**config.mk**
```make
export PLATFORM = sky130hd
export DESIGN_NAME = grp_stat_port
export DESIGN_NICKNAME = d
export VERILOG_FILES = /design/src/rtl/gsp_pkg.sv /design/src/rtl/gsp_addr_dec.sv /design/src/rtl/gsp_cfg_regs.sv /design/src/rtl/gsp_stat_mux.sv /design/src/rtl/grp_stat_port.sv
export SDC_FILE = /design/constraint.sdc
export NUM_CORES = 1
export LEC_CHECK = 0
export BUFFER_PORTS_ARGS = -buffer_cell sky130_fd_sc_hd__buf_4
export CAP_MARGIN = 15
export CORE_MARGIN = 2
export CORE_UTILIZATION = 48
export DETAILED_ROUTE_END_ITERATION = 10
export PLACE_DENSITY = 0.84
export SYNTH_ARGS = -nofsm -noshare
export SYNTH_HDL_FRONTEND = slang
export SYNTH_SLANG_ARGS = --single-unit
```
**constraint.sdc**
```tcl
create_clock -name clk_i -period 2.96 [get_ports clk_i]
set_input_delay 0.444 -clock clk_i [delete_from_list [all_inputs] [get_ports clk_i]]
set_output_delay 0.444 -clock clk_i [all_outputs]
set_load 0.02 [all_outputs]
```
**src/rtl/gsp_pkg.sv**
```systemverilog
package gsp_pkg;
  localparam int unsigned DATA_W = 8;
  localparam int unsigned LANE_W = $clog2(DATA_W);
  localparam int unsigned ADDR_W = 4;

  typedef enum logic [1:0] {
    INFO_INT = 2'd0,
    INFO_LOS = 2'd1,
    INFO_SLA = 2'd2,
    INFO_SLB = 2'd3
  } info_e;

  typedef struct packed {
    logic              en;
    logic [LANE_W-1:0] lane;
    logic [LANE_W-1:0] sel_a;
    logic [LANE_W-1:0] sel_b;
  } cfg_t;
endpackage

```
**src/rtl/gsp_addr_dec.sv**
```systemverilog
module gsp_addr_dec
  import gsp_pkg::*;
#(
  parameter logic [ADDR_W-1:0] CFG1_ADDR = 4'h0,
  parameter logic [ADDR_W-1:0] CFG2_ADDR = 4'h1,
  parameter logic [ADDR_W-1:0] INFO_BASE = 4'h8
) (
  input  logic [ADDR_W-1:0] addr_i,
  output logic              hit_cfg1_o,
  output logic              hit_cfg2_o,
  output logic              hit_info_o,
  output info_e             info_o
);
  assign hit_cfg1_o = (addr_i == CFG1_ADDR);
  assign hit_cfg2_o = (addr_i == CFG2_ADDR);
  // info block is four aligned addresses
  assign hit_info_o = (addr_i[ADDR_W-1:2] == INFO_BASE[ADDR_W-1:2]);
  assign info_o     = info_e'(addr_i[1:0]);
endmodule

```
**src/rtl/gsp_cfg_regs.sv**
```systemverilog
module gsp_cfg_regs
  import gsp_pkg::*;
(
  input  logic              clk_i,
  input  logic              rst_ni,
  input  logic              we_i,
  input  logic              hit_cfg1_i,
  input  logic              hit_cfg2_i,
  input  logic [DATA_W-1:0] wdata_i,
  output logic [DATA_W-1:0] img1_o,
  output logic [DATA_W-1:0] img2_o,
  output cfg_t              cfg_o
);
  localparam logic [DATA_W-1:0] MASK1 = DATA_W'((1 << (LANE_W + 1)) - 1);
  localparam logic [DATA_W-1:0] MASK2 = 8'h77;

  logic [DATA_W-1:0] img1_q, img2_q;

  always_ff @(posedge clk_i or negedge rst_ni) begin
    if (!rst_ni) begin
      img1_q <= '0;
      img2_q <= '0;
    end else if (we_i) begin
      if (hit_cfg1_i) img1_q <= wdata_i & MASK1;
      if (hit_cfg2_i) img2_q <= wdata_i & MASK2;
    end
  end

  assign img1_o      = img1_q;
  assign img2_o      = img2_q;
  assign cfg_o.en    = img1_q[0];
  assign cfg_o.lane  = img1_q[LANE_W:1];
  assign cfg_o.sel_a = img2_q[LANE_W-1:0];
  assign cfg_o.sel_b = img2_q[LANE_W+3:4];

  AST_LANE_LOAD: assert property (@(posedge clk_i) disable iff (!rst_ni)
    (we_i && hit_cfg1_i) |=> (cfg_o.lane == $past(wdata_i[LANE_W:1])))
    else $error("lane load");
  AST_SEL_LOAD: assert property (@(posedge clk_i) disable iff (!rst_ni)
    (we_i && hit_cfg2_i) |=> (cfg_o.sel_b == $past(wdata_i[LANE_W+3:4])))
    else $error("selector load");
  AST_CFG_HOLD: assert property (@(posedge clk_i) disable iff (!rst_ni)
    (!(we_i && (hit_cfg1_i || hit_cfg2_i))) |=> ($stable(img1_q) && $stable(img2_q)))
    else $error("config changed");
endmodule

```
**src/rtl/gsp_stat_mux.sv**
```systemverilog
module gsp_stat_mux
  import gsp_pkg::*;
(
  input  info_e             info_i,
  input  cfg_t              cfg_i,
  input  logic              int_i,
  input  logic              los_i,
  input  logic [DATA_W-1:0] alarm_i,
  output logic              stat_o
);
  always_comb begin
    unique case (info_i)
      INFO_INT: stat_o = int_i;
      INFO_LOS: stat_o = los_i;
      INFO_SLA: stat_o = alarm_i[cfg_i.sel_a];
      default:  stat_o = alarm_i[cfg_i.sel_b];
    endcase
  end
endmodule

```
**src/rtl/grp_stat_port.sv**
```systemverilog
module grp_stat_port
  import gsp_pkg::*;
(
  input  logic              clk_i,
  input  logic              rst_ni,
  input  logic [ADDR_W-1:0] addr_i,
  input  logic [DATA_W-1:0] wdata_i,
  input  logic              we_i,
  input  logic              rd_i,
  input  logic              int_i,
  input  logic              los_i,
  input  logic [DATA_W-1:0] alarm_i,
  output logic [DATA_W-1:0] bus_o,
  output logic [DATA_W-1:0] bus_oe_o
);
  logic              hit_cfg1, hit_cfg2, hit_info;
  info_e             info;
  logic [DATA_W-1:0] img1, img2;
  cfg_t              cfg;
  logic              stat;
  logic              grp_drv;
  logic [DATA_W-1:0] grp_oe, grp_dat;

  gsp_addr_dec i_dec (
    .addr_i     (addr_i),
    .hit_cfg1_o (hit_cfg1),
    .hit_cfg2_o (hit_cfg2),
    .hit_info_o (hit_info),
    .info_o     (info)
  );

  gsp_cfg_regs i_cfg (
    .clk_i      (clk_i),
    .rst_ni     (rst_ni),
    .we_i       (we_i),
    .hit_cfg1_i (hit_cfg1),
    .hit_cfg2_i (hit_cfg2),
    .wdata_i    (wdata_i),
    .img1_o     (img1),
    .img2_o     (img2),
    .cfg_o      (cfg)
  );

  gsp_stat_mux i_mux (
    .info_i  (info),
    .cfg_i   (cfg),
    .int_i   (int_i),
    .los_i   (los_i),
    .alarm_i (alarm_i),
    .stat_o  (stat)
  );

  assign grp_drv = rd_i && hit_info && cfg.en;

  for (genvar l = 0; l < DATA_W; l++) begin : g_lane
    assign grp_oe[l]  = grp_drv && (cfg.lane == LANE_W'(l));
    assign grp_dat[l] = grp_oe[l] && stat;
  end

  always_comb begin
    bus_o    = '0;
    bus_oe_o = '0;
    if (rd_i && hit_cfg1) begin
      bus_o    = img1;
      bus_oe_o = '1;
    end else if (rd_i && hit_cfg2) begin
      bus_o    = img2;
      bus_oe_o = '1;
    end else begin
      bus_o    = grp_dat;
      bus_oe_o = grp_oe;
    end
  end

  AST_IDLE_QUIET: assert property (@(posedge clk_i) disable iff (!rst_ni)
    !rd_i |-> (bus_oe_o == '0 && bus_o == '0)) else $error("idle drive");
  AST_UNDRIVEN_ZERO: assert property (@(posedge clk_i) disable iff (!rst_ni)
    rd_i |-> ((bus_o & ~bus_oe_o) == '0)) else $error("undriven bit set");
  AST_LANE_ONEHOT: assert property (@(posedge clk_i) disable iff (!rst_ni)
    (rd_i && hit_info && cfg.en) |-> ($onehot(bus_oe_o) && bus_oe_o[cfg.lane]))
    else $error("lane select");
  AST_OFF_QUIET: assert property (@(posedge clk_i) disable iff (!rst_ni)
    (rd_i && hit_info && !cfg.en) |-> (bus_oe_o == '0)) else $error("drive while off");
endmodule

```
Word level (Yosys, flattened, before mapping)
Cells that the tools add are included.
- flip-flop bits (word level): 10
- bits in latches: 0
- bits in writable memories: 0
- ROM bits: 0
- output and inout bits: 16
- memories kept: 0
- $add $sub $neg: 0
- $mul: 0
- div/mod/pow operators: 0
- $lt $le $gt $ge: 2
- equal/unequal tests: 11
- shift operators: 0
- muxes and demuxes: 9
- bitwise logic cells: 0
- reduce and logical (&&, ||, !) cells: 25
- operator list (cell ; count):
    8-bit two-way mux ; 4
    1-bit logical AND ; 20
    3-bit equality test (second input constant) ; 4
    3-bit by 4-bit less-than comparator with 1-bit output (second input constant) ; 2
    1-bit binary-select mux with 3-bit select ; 2
    3-bit by 2-bit equality test with 1-bit output (second input constant) ; 2
    2-bit equality test (second input constant) ; 2
    4-bit by 1-bit equality test with 1-bit output (second input constant) ; 1
    4-bit zero test ; 1
    2-bit AND reduction ; 2
    3-bit by 1-bit equality test with 1-bit output (second input constant) ; 1
    3-bit zero test ; 1
    1-bit one-hot mux with 3 select lines ; 1
    2-bit by 1-bit equality test with 1-bit output (second input constant) ; 1
    2-bit zero test ; 1
    1-bit two-way mux ; 2

Logic depth before layout (Yosys ltp)
- depth after elaboration: 7
- gate-level depth with buffers: 5

Hierarchy
Synthesis repeated with hierarchy kept, for this count alone.
- cell total of the unflattened synthesis: 100
- area, all modules: 970.9 um2
- by module, submodules not included (module ; instances ; cells an instance ; area an instance (um2) ; seq. area each (um2)):
    gsp_cfg_regs ; 1 ; 39 ; 494.2 ; 250.2
    grp_stat_port ; 1 ; 38 ; 250.2 ; 0.0
    gsp_stat_mux ; 1 ; 18 ; 177.7 ; 0.0
    gsp_addr_dec ; 1 ; 5 ; 48.8 ; 0.0

Least setup slack after synthesis
No wires, ideal clock.
- kind: register -> output
- from: register i_cfg.img2_q[0] (netlist: i_cfg.img2_o[0])
- to: output bus_o[2]
- data arrival time: 2170 ps
- path slack: 346 ps
- stages on the path, launching flop included: 6
- path buffers: 1
- cell sequence: dfrtp_1 buf_6 mux2i_1 mux4_2 a31o_4 o41ai_1
- word-level cells in the longest chain between the ends: 6
- ends and longest elaborated chain (element ; line ; source):
    start: declaration ; gsp_cfg_regs.sv:17 ; logic [DATA_W-1:0] img1_q, img2_q;
    start signal: assignment ; gsp_cfg_regs.sv:25 ; if (hit_cfg2_i) img2_q <= wdata_i & MASK2;
    1-bit binary-select mux with 3-bit select ; gsp_stat_mux.sv:15 ; INFO_SLA: stat_o = alarm_i[cfg_i.sel_a];
    1-bit two-way mux (implied by the code) ; gsp_stat_mux.sv:15 ;
    1-bit one-hot mux with 3 select lines ; gsp_stat_mux.sv:12 ; unique case (info_i)
    1-bit logical AND ; grp_stat_port.sv:57 ; assign grp_dat[l] = grp_oe[l] && stat;
    8-bit two-way mux ; grp_stat_port.sv:66 ; end else if (rd_i && hit_cfg2) begin
    8-bit two-way mux ; grp_stat_port.sv:63 ; if (rd_i && hit_cfg1) begin
    end: declaration ; grp_stat_port.sv:13 ; output logic [DATA_W-1:0] bus_o,
No other way between the ends. The select of a mux whose other input is x is not followed.

Worst setup path after layout
Ends and elaborated chain as after synthesis.

==> key figures <==
Final layout
  – Layout overhead on the synthesized area: 42.0%
  – Post-layout nets: 152
  – Summed area of non-filler cells in the final layout: 1180 µm²
  – Ratio of cells with drive above 1 in the final layout: 49.6%
  – Final standard cell count with taps included and fillers excluded: 142
  – Antenna diodes: 0

GRT
  – Remaining Overflow, GRT: 0
  – Antenna violations before repair: 0
  – Global router's overall resource usage: 21.7%
  – Global-route wire length before repair: 3350 µm
  – Largest net degree at the start of global routing: 12
  – Number of global-route vias before repair: 812

Power
  – Gate power share: 34.3%
  – Leak: 0.000564 µW
  – Switching share of total power: 32.4%
  – Cell Pwr Density: 433 nW/µm²
  – NetSw: 166 µW
  – Internal Pwr Total: 346 µW
  – Clock network power share: 23.0%
  – Sequential fraction of design power: 42.6%
  – Worst ir drop on vdd: 0.331 mV

Clock network
  – Insertion delay of the later-clocked pin in the worst-skew pair: 0.25 ns
  – Number of buffers on the longest clock path: 2
  – Num CTS Buffers: 3
  – Count of instances resized after the clock tree is built: 0
  – Cell at the root of the clock tree: sky130_fd_sc_hd__clkbuf_4
  – Clk sinks: 10
  – Clock tree from TritonCTS: yes
  – Post-CTS clock slew at the launch and capture registers of the worst setup and hold paths: 0.06 ns
  – Maximum level of the CTS H-tree: 1

Placed design
  – Port buffer count: 40
  – Total half-perimeter wirelength after legalization and detailed placement: 1700 µm
  – Routability-driven placement congestion ratio: 0.855
  – Cell area after placement: 1140 µm²
  – Cell total after placement: 137
  – Post-placement worst setup slack: 0.539 ns

Synthesis
  – Ys async rst share: 100%
  – Count of different cell masters after synthesis: 30
  – Synthesized instance count: 81
  – Summed instance area of the synthesized netlist: 833 µm²
  – Count of warnings emitted by yosys: 0
  – Total of flip-flops plus latches after synthesis: 10
  – Top_reg_cell synth: sky130_fd_sc_hd__dfrtp_1
  – Sequential share of the synthesized area: 30.0%
  – Syn avg cell area: 10.3 µm²
  – Post-synth EDFFs: 0
  – Post-synth net total: 107

Timing
  – # setup viols final: 0
  – RSZ-0062 raised after global routing: no
  – Measured slew at the worst slew-check pin: 0.831 ns
  – Rel. slew slack: 43.9%
  – TNS Setup: 0 ns
  – Fmax: 373 MHz
  – Crit path time final: 2.68 ns
  – Worst clock skew on the final layout: 0 ns
  – Setup ws final: 0.278 ns
  – Crit share post-route: 90.6%
  – Final Slew Violations: 0
  – Final hold violations: 0

Setup path
  – Setup CP Type: reg -> out
  – Critical Path RT: 2.52 ns
  – Critical Path Source Type: register
  – End of the worst register-to-register path: i_cfg.img2_o[0]
  – Crit path DAT: 2.24 ns
  – Ordered list of cells on the worst path: mux2i_1 -> mux4_2 -> a31o_4 -> o41ai_1 -> buf_4
  – Kind of capture point of the worst setup path: primary output
  – Number of cells on the worst reg-to-reg path: 1
  – Largest delay contributor family on the critical path: compound AO/OA/AOI/OAI gates
  – Slowest-stage cell, CP: sky130_fd_sc_hd__mux4_2
  – Setup slack, reg-to-reg: 2.08 ns
  – Worst Path Buf+Inv: 1
  – Max Fanout on Critical Path: 8
  – Slowest cell delay on critical path: 0.48 ns
  – Source of the worst register-to-register timing path: i_cfg.img2_o[0]

Route
  – Total detailed-routing wirelength: 2080 µm
  – Routed len/inst: 14.6 µm
  – Total number of vias: 844
  – Iteration count of the initial detailed-routing pass: 4
  – DRC violations left: 0
  – Antenna-violating nets left: 0
  – Per-cell via count in the routed design: 5.94
  – Drt first-iter violations: 17

Hold path
  – Cells on Worst Hold Path: 3
  – Worst min-delay path category: in -> reg
  – End point of the most critical hold path: i_cfg.img1_o[3]
  – Worst min-delay path startpoint: wdata_i[3]

Die
  – Number of ports placed on the die boundary: 42
  – Die height: 45.7 µm
  – Die ar.: 2090 µm²
  – Starting density of the core: 49.9%
  – Chip Width: 45.7 µm
  – Row Count: 15
  – Core box area: 1670 µm²

Run status
  – Run status: complete, no violations

Run
  – Count of max-cap constraint violations: 0
through the flow:
step / power, µW / utilization (%) / hold WS (ns)
after global placement: 387 / 68.1 / 0.274
after CTS: 517 / 70.9 / 0.381
after floorplan: 333 / - / 0.148
final: 512 / 70.9 / 0.389
after global routing: 544 / 70.9 / 0.395
after detailed placement: 396 / 68.1 / 0.277
kinds of logic after synthesis:
kind of cell | share of synthesized area (%)
AO/OA/AOI/OAI | 15.8
flip-flops | 30.0
AND/OR/NAND/NOR | 21.3
multiplexers | 28.5
buffers and inverters | 4.35
how the worst max path moves through the flow:
stage                    start        to  slack (ns)  depth (start not counted)
2_1_floorplan  i_cfg.img2_o[0]  bus_o[2]        0.35                          5
4_1_cts        i_cfg.img2_o[0]  bus_o[2]        0.26                          5
6_report       i_cfg.img2_o[0]  bus_o[2]        0.28                          5
5_1_grt        i_cfg.img2_o[0]  bus_o[2]        0.13                          5
3_5_place_dp         addr_i[2]  bus_o[0]        0.54                          6
3_3_place_gp         addr_i[2]  bus_o[0]        0.54                          6
registers in the layout, indices dropped and copies added (netlist names):
signal        flops
i_cfg.img1_o      4
i_cfg.img2_o      6
synthesized netlist by cell type, drive strengths merged (3+ instances only):
master,n,area [µm²]
or3,3,18.8
inv,3,11.3
nand2,9,33.8
o21ai,4,20.0
dfrtp,10,250
mux2i,8,80.1
o31ai,3,22.5
mux2,10,113
nand3,4,20.0
tightest hold or removal path, stage by stage:
cell	delay [ns]
sky130_fd_sc_hd__buf_4	0.08
sky130_fd_sc_hd__nand2_1	0.04
sky130_fd_sc_hd__o21ai_0	0.06
cell type report:
cell class / count / area [µm²]
Fill cell: 139 / 487
Inverter: 3 / 11.3
Sequential cell: 10 / 250
Multi-Input combinational cell: 66 / 547
Tap cell: 17 / 21.3
Clock buffer: 4 / 36.3
Timing Repair Buffer: 42 / 318
layout by cell type, fill, tap and decap left out:
master                          Yosys  routed
sky130_fd_sc_hd__and2_1             1       1
sky130_fd_sc_hd__o41ai_1            2       2
sky130_fd_sc_hd__o21ai_0            4       4
sky130_fd_sc_hd__nor4_1             1       1
sky130_fd_sc_hd__or2_2              1       1
sky130_fd_sc_hd__nand2b_1           1       1
sky130_fd_sc_hd__nor4bb_1           1       1
sky130_fd_sc_hd__nand4b_1           2       2
sky130_fd_sc_hd__o31ai_1            3       3
sky130_fd_sc_hd__clkbuf_8           1       1
sky130_fd_sc_hd__dlygate4sd3_1      0       1
sky130_fd_sc_hd__nor4b_1            1       1
sky130_fd_sc_hd__or2b_2             2       2
sky130_fd_sc_hd__nor2_1             2       2
sky130_fd_sc_hd__nand2_1            9       9
sky130_fd_sc_hd__inv_1              3       3
sky130_fd_sc_hd__nor2b_1            1       1
sky130_fd_sc_hd__dfrtp_1           10      10
sky130_fd_sc_hd__a211oi_1           1       1
sky130_fd_sc_hd__mux2i_1            8       8
sky130_fd_sc_hd__buf_4              0      41
sky130_fd_sc_hd__clkbuf_4           0       3
sky130_fd_sc_hd__a211oi_4           1       1
sky130_fd_sc_hd__nand3_1            4       4
sky130_fd_sc_hd__o32ai_1            2       2
sky130_fd_sc_hd__nand3b_1           1       1
sky130_fd_sc_hd__a31o_4             1       1
sky130_fd_sc_hd__mux4_2             2       2
sky130_fd_sc_hd__nor3_1             1       1
sky130_fd_sc_hd__mux2_2            10      10
sky130_fd_sc_hd__o311ai_0           1       1
sky130_fd_sc_hd__or3_1              3       3
power by group through the flow:
| stage | clock network, µW | logic (µW) | registers, µW |
|---|---|---|---|
| after global routing | 128 | 193 | 224 |
| final | 118 | 176 | 218 |
| after floorplan | 0 | 134 | 199 |
| after global placement | 0 | 170 | 217 |
| after CTS | 122 | 177 | 218 |
| after detailed placement | 0 | 176 | 220 |
layer usage:
metal	vias up	GRT usage, %	wire [µm]
li1	405	-	-
met1	409	26.6	847
met2	30	38.0	1100
met3	0	3.97	123
met4	0	7.06	0
met5	-	0	0
what timing repair did:
| action | 4_1_cts | 5_1_grt |
|---|---|---|
| hold buffers | 1 | 0 |
| hold endpoints to repair | 10 | 0 |
| endpoints found under the setup margin | 0 | 0 |
| setup buffers | 0 | 0 |
Power figures use the tool's default switching activity.
